===== config.mk =====
export PLATFORM = sky130hd
export DESIGN_NAME = strmv_seq
export DESIGN_NICKNAME = d
export VERILOG_FILES = /design/src/rtl/strmv_pkg.sv /design/src/rtl/strmv_idx_unit.sv /design/src/rtl/strmv_addr_gen.sv /design/src/rtl/strmv_ctrl.sv /design/src/rtl/strmv_seq.sv
export SDC_FILE = /design/constraint.sdc
export NUM_CORES = 1
export LEC_CHECK = 0
export BUFFER_PORTS_ARGS = -buffer_cell sky130_fd_sc_hd__buf_2
export CAP_MARGIN = 10
export CORE_ASPECT_RATIO = 1.2
export CORE_MARGIN = 2
export CORE_UTILIZATION = 45
export DETAILED_ROUTE_END_ITERATION = 12
export PLACE_DENSITY = 0.68
export SYNTH_ARGS = -nofsm -noshare
export SYNTH_HDL_FRONTEND = slang
export SYNTH_HIERARCHICAL = 1
export SYNTH_SLANG_ARGS = --single-unit

===== constraint.sdc =====
create_clock -name clk -period 6.1 [get_ports clk]
set_clock_uncertainty 0.1 [all_clocks]
set_input_delay 0.305 -clock clk [delete_from_list [all_inputs] [get_ports clk]]
set_output_delay 0.305 -clock clk [all_outputs]
set_load 0.02 [all_outputs]

===== src/rtl/strmv_pkg.sv =====
package strmv_pkg;

  typedef enum logic [1:0] {
    ST_IDLE = 2'd0,
    ST_RD   = 2'd1,
    ST_RSP  = 2'd2,
    ST_WR   = 2'd3
  } seq_state_e;

  typedef struct packed {
    logic [1:0] size;
    logic       wide;
    logic       dn;
    logic       rep;
    logic       ovr;
  } xfer_cfg_t;

  // element byte count from the size code
  function automatic logic [2:0] size_step(input logic [1:0] sz);
    case (sz)
      2'd0:    size_step = 3'd1;
      2'd1:    size_step = 3'd2;
      default: size_step = 3'd4;
    endcase
  endfunction

endpackage


===== src/rtl/strmv_idx_unit.sv =====
module strmv_idx_unit #(
  parameter int IW = 32,
  parameter int NW = 16
) (
  input  logic [IW-1:0] cur,
  input  logic [2:0]    step,
  input  logic          dn,
  input  logic          wide,
  output logic [IW-1:0] eff,
  output logic [IW-1:0] nxt,
  output logic          eff_zero,
  output logic          nxt_zero
);
  localparam int UW = IW - NW;

  logic [IW-1:0] step_w;
  logic [IW-1:0] full_nx;
  logic [NW-1:0] step_n;
  logic [NW-1:0] low_nx;

  assign step_w  = IW'(step);
  assign step_n  = NW'(step);
  assign full_nx = dn ? (cur - step_w) : (cur + step_w);
  assign low_nx  = dn ? (cur[NW-1:0] - step_n) : (cur[NW-1:0] + step_n);

  generate
    if (UW > 0) begin : g_split
      assign eff      = wide ? cur : {{UW{1'b0}}, cur[NW-1:0]};
      assign nxt      = wide ? full_nx : {cur[IW-1:NW], low_nx};
      assign eff_zero = wide ? (cur == '0) : (cur[NW-1:0] == '0);
      assign nxt_zero = wide ? (full_nx == '0) : (low_nx == '0);
    end else begin : g_flat
      assign eff      = cur;
      assign nxt      = full_nx;
      assign eff_zero = (cur == '0);
      assign nxt_zero = (full_nx == '0);
    end
  endgenerate

endmodule


===== src/rtl/strmv_addr_gen.sv =====
module strmv_addr_gen #(
  parameter int AW = 32,
  parameter int IW = 32
) (
  input  logic          ovr_sel,
  input  logic [AW-1:0] ovr_base,
  input  logic [AW-1:0] ds_base,
  input  logic [AW-1:0] es_base,
  input  logic [IW-1:0] src_eff,
  input  logic [IW-1:0] dst_eff,
  output logic [AW-1:0] src_addr,
  output logic [AW-1:0] dst_addr
);
  logic [AW-1:0] src_base;

  // only the source side may take the alternate base
  assign src_base = ovr_sel ? ovr_base : ds_base;
  assign src_addr = src_base + AW'(src_eff);
  assign dst_addr = es_base + AW'(dst_eff);

endmodule


===== src/rtl/strmv_ctrl.sv =====
module strmv_ctrl
  import strmv_pkg::*;
(
  input  logic       clk,
  input  logic       rst_n,
  input  logic       start,
  input  logic       start_rep,
  input  logic       start_zero,
  input  logic       abort,
  input  logic       rd_hs,
  input  logic       rsp_hs,
  input  logic       wr_hs,
  input  logic       last_elem,
  output seq_state_e state,
  output logic       load,
  output logic       done
);
  seq_state_e state_nx;
  logic       done_nx;

  always_comb begin
    state_nx = state;
    done_nx  = 1'b0;
    load     = 1'b0;
    case (state)
      ST_IDLE: begin
        if (start) begin
          load = 1'b1;
          if (start_rep && start_zero) done_nx = 1'b1;
          else                         state_nx = ST_RD;
        end
      end
      ST_RD: begin
        if (abort)      state_nx = ST_IDLE;
        else if (rd_hs) state_nx = ST_RSP;
      end
      ST_RSP: begin
        if (abort)       state_nx = ST_IDLE;
        else if (rsp_hs) state_nx = ST_WR;
      end
      ST_WR: begin
        if (wr_hs) begin
          if (abort) begin
            state_nx = ST_IDLE;
          end else if (last_elem) begin
            state_nx = ST_IDLE;
            done_nx  = 1'b1;
          end else begin
            state_nx = ST_RD;
          end
        end else if (abort) begin
          state_nx = ST_IDLE;
        end
      end
      default: state_nx = ST_IDLE;
    endcase
  end

  always_ff @(posedge clk) begin
    if (!rst_n) begin
      state <= ST_IDLE;
      done  <= 1'b0;
    end else begin
      state <= state_nx;
      done  <= done_nx;
    end
  end

endmodule


===== src/rtl/strmv_seq.sv =====
module strmv_seq
  import strmv_pkg::*;
#(
  parameter int AW     = 32,
  parameter int IW     = 32,
  parameter int DW     = 32,
  parameter int NARROW = 16
) (
  input  logic          clk,
  input  logic          rst_n,
  input  logic          start,
  input  logic [1:0]    op_size,
  input  logic          addr32,
  input  logic          dir_dn,
  input  logic          rep_en,
  input  logic          ovr_en,
  input  logic [AW-1:0] ovr_base,
  input  logic [AW-1:0] ds_base,
  input  logic [AW-1:0] es_base,
  input  logic [IW-1:0] si_init,
  input  logic [IW-1:0] di_init,
  input  logic [IW-1:0] cnt_init,
  input  logic          abort,
  output logic          busy,
  output logic          done,
  output logic [IW-1:0] si_out,
  output logic [IW-1:0] di_out,
  output logic [IW-1:0] cnt_out,
  output logic          rd_valid,
  input  logic          rd_ready,
  output logic [AW-1:0] rd_addr,
  output logic [1:0]    rd_size,
  input  logic          rsp_valid,
  output logic          rsp_ready,
  input  logic [DW-1:0] rsp_data,
  output logic          wr_valid,
  input  logic          wr_ready,
  output logic [AW-1:0] wr_addr,
  output logic [1:0]    wr_size,
  output logic [DW-1:0] wr_data
);
  localparam int NUNIT = 3;
  localparam int U_SRC = 0;
  localparam int U_DST = 1;
  localparam int U_CNT = 2;

  seq_state_e state;
  xfer_cfg_t  cfg_q;
  logic [IW-1:0] si_q, di_q, cnt_q;
  logic [DW-1:0] data_q;
  logic          load, commit, rd_hs, rsp_hs, wr_hs;
  logic [2:0]    cfg_step;

  logic [IW-1:0] u_cur  [NUNIT];
  logic [2:0]    u_step [NUNIT];
  logic          u_dn   [NUNIT];
  logic [IW-1:0] u_eff  [NUNIT];
  logic [IW-1:0] u_nxt  [NUNIT];
  logic          u_ez   [NUNIT];
  logic          u_nz   [NUNIT];

  logic [IW-1:0] init_eff, init_nxt;
  logic          init_zero, init_nz_unused;

  assign cfg_step = size_step(cfg_q.size);

  assign u_cur[U_SRC]  = si_q;
  assign u_cur[U_DST]  = di_q;
  assign u_cur[U_CNT]  = cnt_q;
  assign u_step[U_SRC] = cfg_step;
  assign u_step[U_DST] = cfg_step;
  assign u_step[U_CNT] = 3'd1;
  assign u_dn[U_SRC]   = cfg_q.dn;
  assign u_dn[U_DST]   = cfg_q.dn;
  assign u_dn[U_CNT]   = 1'b1;

  // one wrap-aware stepping unit per working register
  generate
    for (genvar g = 0; g < NUNIT; g++) begin : g_unit
      strmv_idx_unit #(.IW(IW), .NW(NARROW)) u_idx (
        .cur      (u_cur[g]),
        .step     (u_step[g]),
        .dn       (u_dn[g]),
        .wide     (cfg_q.wide),
        .eff      (u_eff[g]),
        .nxt      (u_nxt[g]),
        .eff_zero (u_ez[g]),
        .nxt_zero (u_nz[g])
      );
    end
  endgenerate

  // zero test of the count being loaded, in the requested address width
  strmv_idx_unit #(.IW(IW), .NW(NARROW)) u_init_cnt (
    .cur      (cnt_init),
    .step     (3'd1),
    .dn       (1'b1),
    .wide     (addr32),
    .eff      (init_eff),
    .nxt      (init_nxt),
    .eff_zero (init_zero),
    .nxt_zero (init_nz_unused)
  );

  strmv_addr_gen #(.AW(AW), .IW(IW)) u_addr (
    .ovr_sel  (cfg_q.ovr),
    .ovr_base (ovr_base),
    .ds_base  (ds_base),
    .es_base  (es_base),
    .src_eff  (u_eff[U_SRC]),
    .dst_eff  (u_eff[U_DST]),
    .src_addr (rd_addr),
    .dst_addr (wr_addr)
  );

  assign rd_valid  = (state == ST_RD);
  assign rsp_ready = (state == ST_RSP);
  assign wr_valid  = (state == ST_WR);
  assign busy      = (state != ST_IDLE);
  assign rd_hs     = rd_valid && rd_ready;
  assign rsp_hs    = rsp_valid && rsp_ready;
  assign wr_hs     = wr_valid && wr_ready;
  assign commit    = wr_hs;

  strmv_ctrl u_ctrl (
    .clk        (clk),
    .rst_n      (rst_n),
    .start      (start),
    .start_rep  (rep_en),
    .start_zero (init_zero),
    .abort      (abort),
    .rd_hs      (rd_hs),
    .rsp_hs     (rsp_hs),
    .wr_hs      (wr_hs),
    .last_elem  (!cfg_q.rep || u_nz[U_CNT]),
    .state      (state),
    .load       (load),
    .done       (done)
  );

  always_ff @(posedge clk) begin
    if (!rst_n) begin
      cfg_q  <= '0;
      si_q   <= '0;
      di_q   <= '0;
      cnt_q  <= '0;
      data_q <= '0;
    end else begin
      if (load) begin
        cfg_q.size <= op_size;
        cfg_q.wide <= addr32;
        cfg_q.dn   <= dir_dn;
        cfg_q.rep  <= rep_en;
        cfg_q.ovr  <= ovr_en;
        si_q       <= si_init;
        di_q       <= di_init;
        cnt_q      <= cnt_init;
      end
      if (rsp_hs) data_q <= rsp_data;
      if (commit) begin
        si_q <= u_nxt[U_SRC];
        di_q <= u_nxt[U_DST];
        if (cfg_q.rep) cnt_q <= u_nxt[U_CNT];
      end
    end
  end

  assign si_out  = si_q;
  assign di_out  = di_q;
  assign cnt_out = cnt_q;
  assign rd_size = cfg_q.size;
  assign wr_size = cfg_q.size;
  assign wr_data = data_q;

endmodule


[Yosys cells after proc, flatten, opt, wreduce, memory -nomap -nowiden]
Index checks and enable logic that the tools add are counted.
Cells by class
  eq/ne operators: 11
  reductions and logical operators: 16
  mux-type cells: 39
  $add $sub $neg: 12
Operators by type and width (number)
  32-bit two-way mux: 15
  32-bit by 3-bit adder with 32-bit output: 2
  32-bit adder: 2
  32-bit zero test: 2
  32-bit by 3-bit subtractor with 32-bit output: 2
  16-bit by 3-bit adder with 16-bit output: 2
  16-bit zero test: 2
  16-bit two-way mux: 2
  16-bit by 3-bit subtractor with 16-bit output: 2
  32-bit by 1-bit subtractor with 32-bit output, second input constant: 1
  2-bit two-way mux: 9
  16-bit by 1-bit subtractor with 16-bit output, second input constant: 1
  1-bit two-way mux: 10
  3-bit by 2-bit inequality test with 1-bit output, second input constant: 3
  2-bit case mux with 4 select lines: 1
  2-bit inequality test, second input constant: 3
  3-bit case mux with 2 select lines: 1
  5-bit AND reduction: 1
  2-bit by 1-bit == test with 1-bit output, second input constant: 2
  2-bit == test, second input constant: 2
  1-bit logical AND: 4
  2-bit zero test: 2
  2-bit nonzero test: 2
  3-bit inequality test, second input constant: 1
  other kinds (4): 4
Storage, ports and cells
  output and inout bits: 201
  input port bits: 237
  register bits after elaboration: 137

[Logic depth before layout (Yosys ltp)]
Gate-level depths: netlist (run 1).
  word-level depth: 8
  mapped depth: 21

[Hierarchy]
Netlist (run 1), hierarchy kept.
Modules (own cells, without submodules)
  strmv_seq: cells each 603, area each 5925.7 µm², instances 1
  strmv_idx_unit (g_unit[1].u_idx ...): cells each 361, area each 2444.8 µm², instances 2
  strmv_addr_gen: cells each 495, area each 3701.0 µm², instances 1
  strmv_idx_unit (u_init_cnt): cells each 354, area each 2521.2 µm², instances 1
  strmv_idx_unit (g_unit[0].u_idx): cells each 363, area each 2468.6 µm², instances 1
  strmv_ctrl: cells each 31, area each 260.2 µm², instances 1

[Worst setup path after synthesis (run 1)]
No wires, ideal clock.
  path type: reg-to-reg
  start point: reg cnt_q[0] (netlist: cnt_out[0])
  end point: reg u_ctrl.state[0]
  path buffers: 0
  stages on the path, launching flop included: 17
  setup slack: 2.045 ns
  arrival time: 3.839 ns
  period minus slack after synthesis: 4.055 ns
  data required time: 5.884 ns
  cell sequence: dfxtp_1 inv_1 ha_1 fa_1 nand2b_1 nand2b_1 a21oi_1 xnor2_1 or4b_1 or4_1 or4_1 a21oi_1 nand2b_1 nand3b_1 a21oi_1 or4_1 o211a_1
RTL lines
  from (decl): RTL line strmv_seq.sv:49  | logic [IW-1:0] si_q, di_q, cnt_q;
  from (signal assigned): RTL line strmv_seq.sv:157  | cnt_q <= cnt_init;
  from (signal assigned): RTL line strmv_seq.sv:163  | if (cfg_q.rep) cnt_q <= u_nxt[U_CNT];
  to (signal assigned): RTL line strmv_ctrl.sv:64  | state <= state_nx;
  to (decl): RTL line strmv_ctrl.sv:14  | output seq_state_e state,

==> impl_metrics.yaml, run 1 <==
outcome:
  status: "complete, no violations"
clock_tree:
  root_buffer: "clkbuf_16"
  cts_buffers: 17
  cts_htree_levels: 4
  post_cts_buffers: 0
  cts.sink_count: 137
  cts_tree: "done"
  cts_buffer_depth: 2
  path_clk_slew_ns: 0.06
  clk_latency_ns: 0.45
critical_path:
  cp-start-kind: "flop"
  critPathMaxStageDelay_ns: 0.59
  cpMostUsedCell: "ha_1"
  crit_chain: "nor2_1 -> inv_1 -> ha_1 -> ha_1 -> or2_2 -> ha_1 -> a21oi_2 -> nand2_2 -> o21ai_0 -> a31oi_1 -> o31ai_1 -> o21bai_1 -> xor2_1 -> mux2_2 -> o211a_1"
  worst-setup-path-type: "flop to flop"
  crit_arrival_ns: 4.69
  path_max_fanout: 14
  cp-end-kind: "flop"
  slowest_stage: "o31ai_1"
  crit_buf_inv: 1
  crit_required_ns: 6.34
  cp_top_family: "compound AO/OA/AOI/OAI gates"
place:
  preCtsSetupSlack_ns: 1.691
  gp_congestion: 0.9710
  place_hpwl_um: 43240
  io_buffers: 437
sta:
  timing.fmax_mhz: 224.7
  tightest_slew_ns: 1.070
  grt_setup_unrepaired: "no"
  final-hold-violation-count: 0
  slew_viol_final: 0
  final-setup-viol-count: 0
  min_period_ns: 4.450
  period_share_pct: 72.95
  setup_tns_ns: 0
  worst_slack_ns: 1.650
  slew_headroom_pct: 28.67
die:
  die_y_um: 214.4
  dieWidth_um: 179.3
  pin_count: 438
  rows: 77
  coreArea_mm2: 0.03661
  die_area_mm2: 0.03843
  start_util_pct: 45.33
grt:
  grt_max_degree: 104
  antenna_found_initial: 7
  grt_pass1_vias: 16220
  grt_first_pass_wirelength_um: 83790
  grt_overflow: 0
  grt.total_usage_pct: 27.19
power:
  switchingPower_w: 0.001823
  finalPower_w: 0.004232
  p_int_w: 0.002410
  p_leak_nw: 10.38
  p_seq_share_pct: 25.2
  power_frac_comb_pct: 49.5
  clkPwrFrac_pct: 25.3
  p_per_area_mw_per_mm2: 217.0
  ir_drop_mv: 0.1964
  switching_share_pct: 43.07
job:
  maxCapViolCount: 0
routing:
  firstDrtPassIters: 8
  via_per_inst: 5.758
  wirelength_um: 54490
  ant_nets: 0
  drc: 0
  num_vias: 17090
  routedWlPerCell_um: 18.36
  drt_iter0_drc: 952
min_path:
  hold_class: "input pin to flop"
cells_and_area:
  final_util_pct: 53.27
  nets: 2898
  drive_gt1_share_pct: 23.40
  syn2layout_area_growth_pct: 17.51
synthesis:
  syn_area_mm2: 0.01659
  avgSynthCellArea_um2: 7.820
  syn_inst: 2122
  yosys_warnings: 6
==> metal layers <==
layer	vias up	GRT usage [%]	share of wire, %	wire length, um
met3	104	4.450	6.1	3346
met2	602	48.39	49	26970
met5	-	0	0.13	71
li1	8437	-	-	-
met1	7932	32.25	41	22400
met4	10	10.19	3.1	1697
==> worst paths after layout <==
kind,from,to,slack [ns],cells past startpoint
worst max-delay path,rd_size[1]$_SDFFE_PN0P_,di_out[25]$_SDFFE_PN0P_,1.65,15
worst min-delay path,rsp_data[31],wr_data[31]$_SDFFE_PN0P_,0.02,3
worst max register to register,rd_size[1]$_SDFFE_PN0P_,di_out[25]$_SDFFE_PN0P_,1.65,15
worst min register to register,wr_data[9]$_SDFFE_PN0P_,wr_data[9]$_SDFFE_PN0P_,0.35,2
==> cell type report <==
| class | instances | area (um^2) |
|---|---|---|
| clock inverters | 15 | 165.2 |
| repair buffers | 456 | 2375 |
| fillers | 3599 | 17110 |
| flip-flops and latches | 137 | 2746 |
| inverters | 71 | 266.5 |
| well taps | 474 | 593.1 |
| diodes | 2 | 5.005 |
| clock buffers | 17 | 425.4 |
| multi-input cells | 1795 | 12920 |
==> power by group through the flow <==
stage	Clock, W	Combinational (W)	Sequential (W)
floorplan	0	0.00150	0.00110
global placement	0	0.00204	0.00109
detailed placement	0	0.00206	0.00109
CTS	0.00109	0.00208	0.00107
global route	0.00113	0.00229	0.00108
finish	0.00107	0.00209	0.00107
==> repair_timing <==
item	in CTS	in global routing
hold buffers	12	0
endpoints found under the hold margin	12	0
resized for setup	0	0
==> placed cells by master (no fill, tap or decap), types with 78 or more instances in the layout <==
cell type  count
a21oi_1      169
buf_2        436
dfxtp_1      136
ha_1         178
mux2i_1      108
nand2_1      321
nor2_1        78
o211a_1      106
o21ai_0      111
xnor2_1       78
==> state kept, by name, indices dropped and copies added (netlist names) <==
name	flops
cnt_out	32
di_out	32
si_out	32
wr_data	32
cfg_q	4
rd_size	2
u_ctrl/state	2
u_ctrl/done	1
==> stage by stage <==
| step | cell area (um^2) | instances | hold WS (ns) |
|---|---|---|---|
| 2_1_floorplan | 16620 | 2130 | 0.3342 |
| 3_3_place_gp | 18790 | 2921 | 0.3386 |
| 3_5_place_dp | 18790 | 2921 | 0.3456 |
| 4_1_cts | 19500 | 2965 | 0.0007138 |
| 5_1_grt | 19500 | 2967 | 0.01769 |
| 6_report | 19500 | 2967 | 0.01590 |
==> tightest hold or removal path, delay by kind of cell <==
kind	cells	cell delay (ns)
AO/OA/AOI/OAI	1	0.06
AND/OR/NAND/NOR	1	0.04
buffers and inverters	1	0.09
No activity file was read; power rests on OpenSTA's default activity.
==> inputs of run 2 (changes only) <==
PLACE_DENSITY = 0.71   (was 0.68)
clock period = 4 ns   (was 6.1 ns; I/O delays follow)
==> run 2 against run 1 <==
Wire length grew 2.3%. Global-route usage up 0.16 points. Critical path type unchanged. Sequential share of layout area shrank 0.92 points. Largest cell class unchanged. Flip-flop and latch count is the same. Core utilization up 4.0 points.
==> impl_metrics.yaml, run 2 (synthesis results as in run 1) <==
sta:
  period_share_pct: 99.64
  final-setup-viol-count: 0
  tightest_slew_ns: 1.060
  timing.fmax_mhz: 250.9
  final-hold-violation-count: 0
  slew_viol_final: 0
  hold_slack_ns: 0.008898
  slew_headroom_pct: 29.35
  min_period_ns: 3.986
  grt_setup_unrepaired: "yes"
die:
  dieWidth_um: 179.3
  die_area_mm2: 0.03843
  pin_count: 438
  coreArea_mm2: 0.03661
  start_util_pct: 45.33
  rows: 77
  die_y_um: 214.4
routing:
  drt_iter0_drc: 1088
  ant_nets: 0
  num_vias: 17810
  firstDrtPassIters: 9
  routedWlPerCell_um: 18.00
  wirelength_um: 55760
  drc: 0
  via_per_inst: 5.751
grt:
  grt_max_degree: 103
  grt_overflow: 0
  grt.total_usage_pct: 27.36
  antenna_found_initial: 7
  grt_pass1_vias: 17040
  grt_first_pass_wirelength_um: 85370
clock_tree:
  cts_tree: "done"
  cts.sink_count: 137
  clk_latency_ns: 0.44
  root_buffer: "clkbuf_16"
  cts_htree_levels: 4
  cts_buffers: 17
  cts_buffer_depth: 2
  path_clk_slew_ns: 0.07
power:
  p_int_w: 0.003883
  p_leak_nw: 11.01
  ir_drop_mv: 0.2771
  finalPower_w: 0.006778
  switchingPower_w: 0.002896
  p_seq_share_pct: 23.9
  power_frac_comb_pct: 51.8
  switching_share_pct: 42.72
  p_per_area_mw_per_mm2: 323.5
  clkPwrFrac_pct: 24.3
critical_path:
  worst-setup-path-type: "flop to flop"
  slowest_stage: "or4_4"
  crit_arrival_ns: 4.21
  cp-start-kind: "flop"
  crit_chain: "inv_2 -> ha_4 -> fa_2 -> nand2b_4 -> a21o_1 -> a21oi_2 -> xor2_1 -> or3_1 -> or4_4 -> or4_4 -> a21oi_2 -> nand2b_4 -> nand3b_1 -> a21oi_1 -> or4_1 -> o211a_1"
  cp-end-kind: "flop"
  path_max_fanout: 4
  crit_required_ns: 4.23
  critPathMaxStageDelay_ns: 0.49
cells_and_area:
  drive_gt1_share_pct: 28.10
  final_common_cell: "buf_2"
  fillCellCount: 3440
  syn2layout_area_growth_pct: 26.27
  final_cell_mix: "buf_2, nand2_1, ha_1, a21oi_1, dfxtp_1"
  nets: 3026
outcome:
  status: "complete, no violations"
job:
  maxCapViolCount: 0
place:
  gp_congestion: 0.9590
  place_hpwl_um: 43460
  io_buffers: 437
min_path:
  hold_class: "input pin to flop"
[run 2: stage by stage]
step	utilization [%]	area, um^2	setup WS (ns)	std cells	TNS (ns)
floorplan	-	16630	0.06324	2130	0
global placement	52.97	19390	-0.09746	3000	-0.09746
global route	57.21	20950	-0.1714	3094	-0.2317
CTS	56.04	20520	-0.01543	3082	-0.01543
finish	57.24	20950	0.01449	3097	0
detailed placement	52.97	19390	-0.1234	3000	-0.3426
[run 2: final timing paths]
kind / start / end / slack (ns) / cells past startpoint
worst max register to register: cnt_out[0]$_SDFF_PN0_ / u_ctrl/state[0]$_SDFFE_PN0P_ / 0.01 / 16
worst min register to register: wr_data[9]$_SDFFE_PN0P_ / wr_data[9]$_SDFFE_PN0P_ / 0.35 / 2
worst max-delay path: cnt_out[0]$_SDFF_PN0_ / u_ctrl/state[0]$_SDFFE_PN0P_ / 0.01 / 16
worst min-delay path: op_size[1] / rd_size[1]$_SDFFE_PN0P_ / 0.009 / 3
[run 2: power groups by stage]
stage / clock network, W / logic [W] / registers, W
final: 0.00165 / 0.00351 / 0.00162
after CTS: 0.00168 / 0.00336 / 0.00161
after global placement: 0 / 0.00325 / 0.00164
after global routing: 0.00174 / 0.00383 / 0.00163
after detailed placement: 0 / 0.00330 / 0.00164
after floorplan: 0 / 0.00229 / 0.00168
[run 2: metal layers]
layer / wire length [um] / part of all wire [%] / vias to the layer above / global-route usage, %
met5: 65 / 0.12 / - / 0
met4: 1593 / 2.9 / 10 / 9.892
met3: 3388 / 6.1 / 117 / 5.691
met2: 27790 / 50 / 660 / 48.57
met1: 22920 / 41 / 8311 / 31.94
li1: - / - / 8714 / -
[run 2: area by class of cell]
cell class                      instances  area, um^2  area share, %
Antenna cell                            4       10.01        0.04777
Clock inverter                         15       167.7         0.8001
Clock buffer                           17       425.4          2.030
Sequential cell                       137        2759          13.17
Multi-Input combinational cell       1795       13270          63.34
Tap cell                              474       593.1          2.830
Inverter                               71       266.5          1.272
Timing Repair Buffer                  584        3461          16.52
[run 2: critical path: cells and delay by family (launching register included)]
family	cells	cell delay (ns)
XOR/XNOR	1	0.10
AND/OR/NAND/NOR	7	2.08
flip-flops	1	0.34
adder cells (fa/ha/maj)	2	0.49
AO/OA/AOI/OAI	5	0.71
buffers and inverters	1	0.05
[run 2: repair_timing]
action	in CTS	in global routing
buffers inserted	0	10
pin swaps	1	25
resized for setup	9	70
setup endpoints to repair	10	25
endpoints found under the hold margin	50	0
gates cloned	0	1
hold buffers	50	0
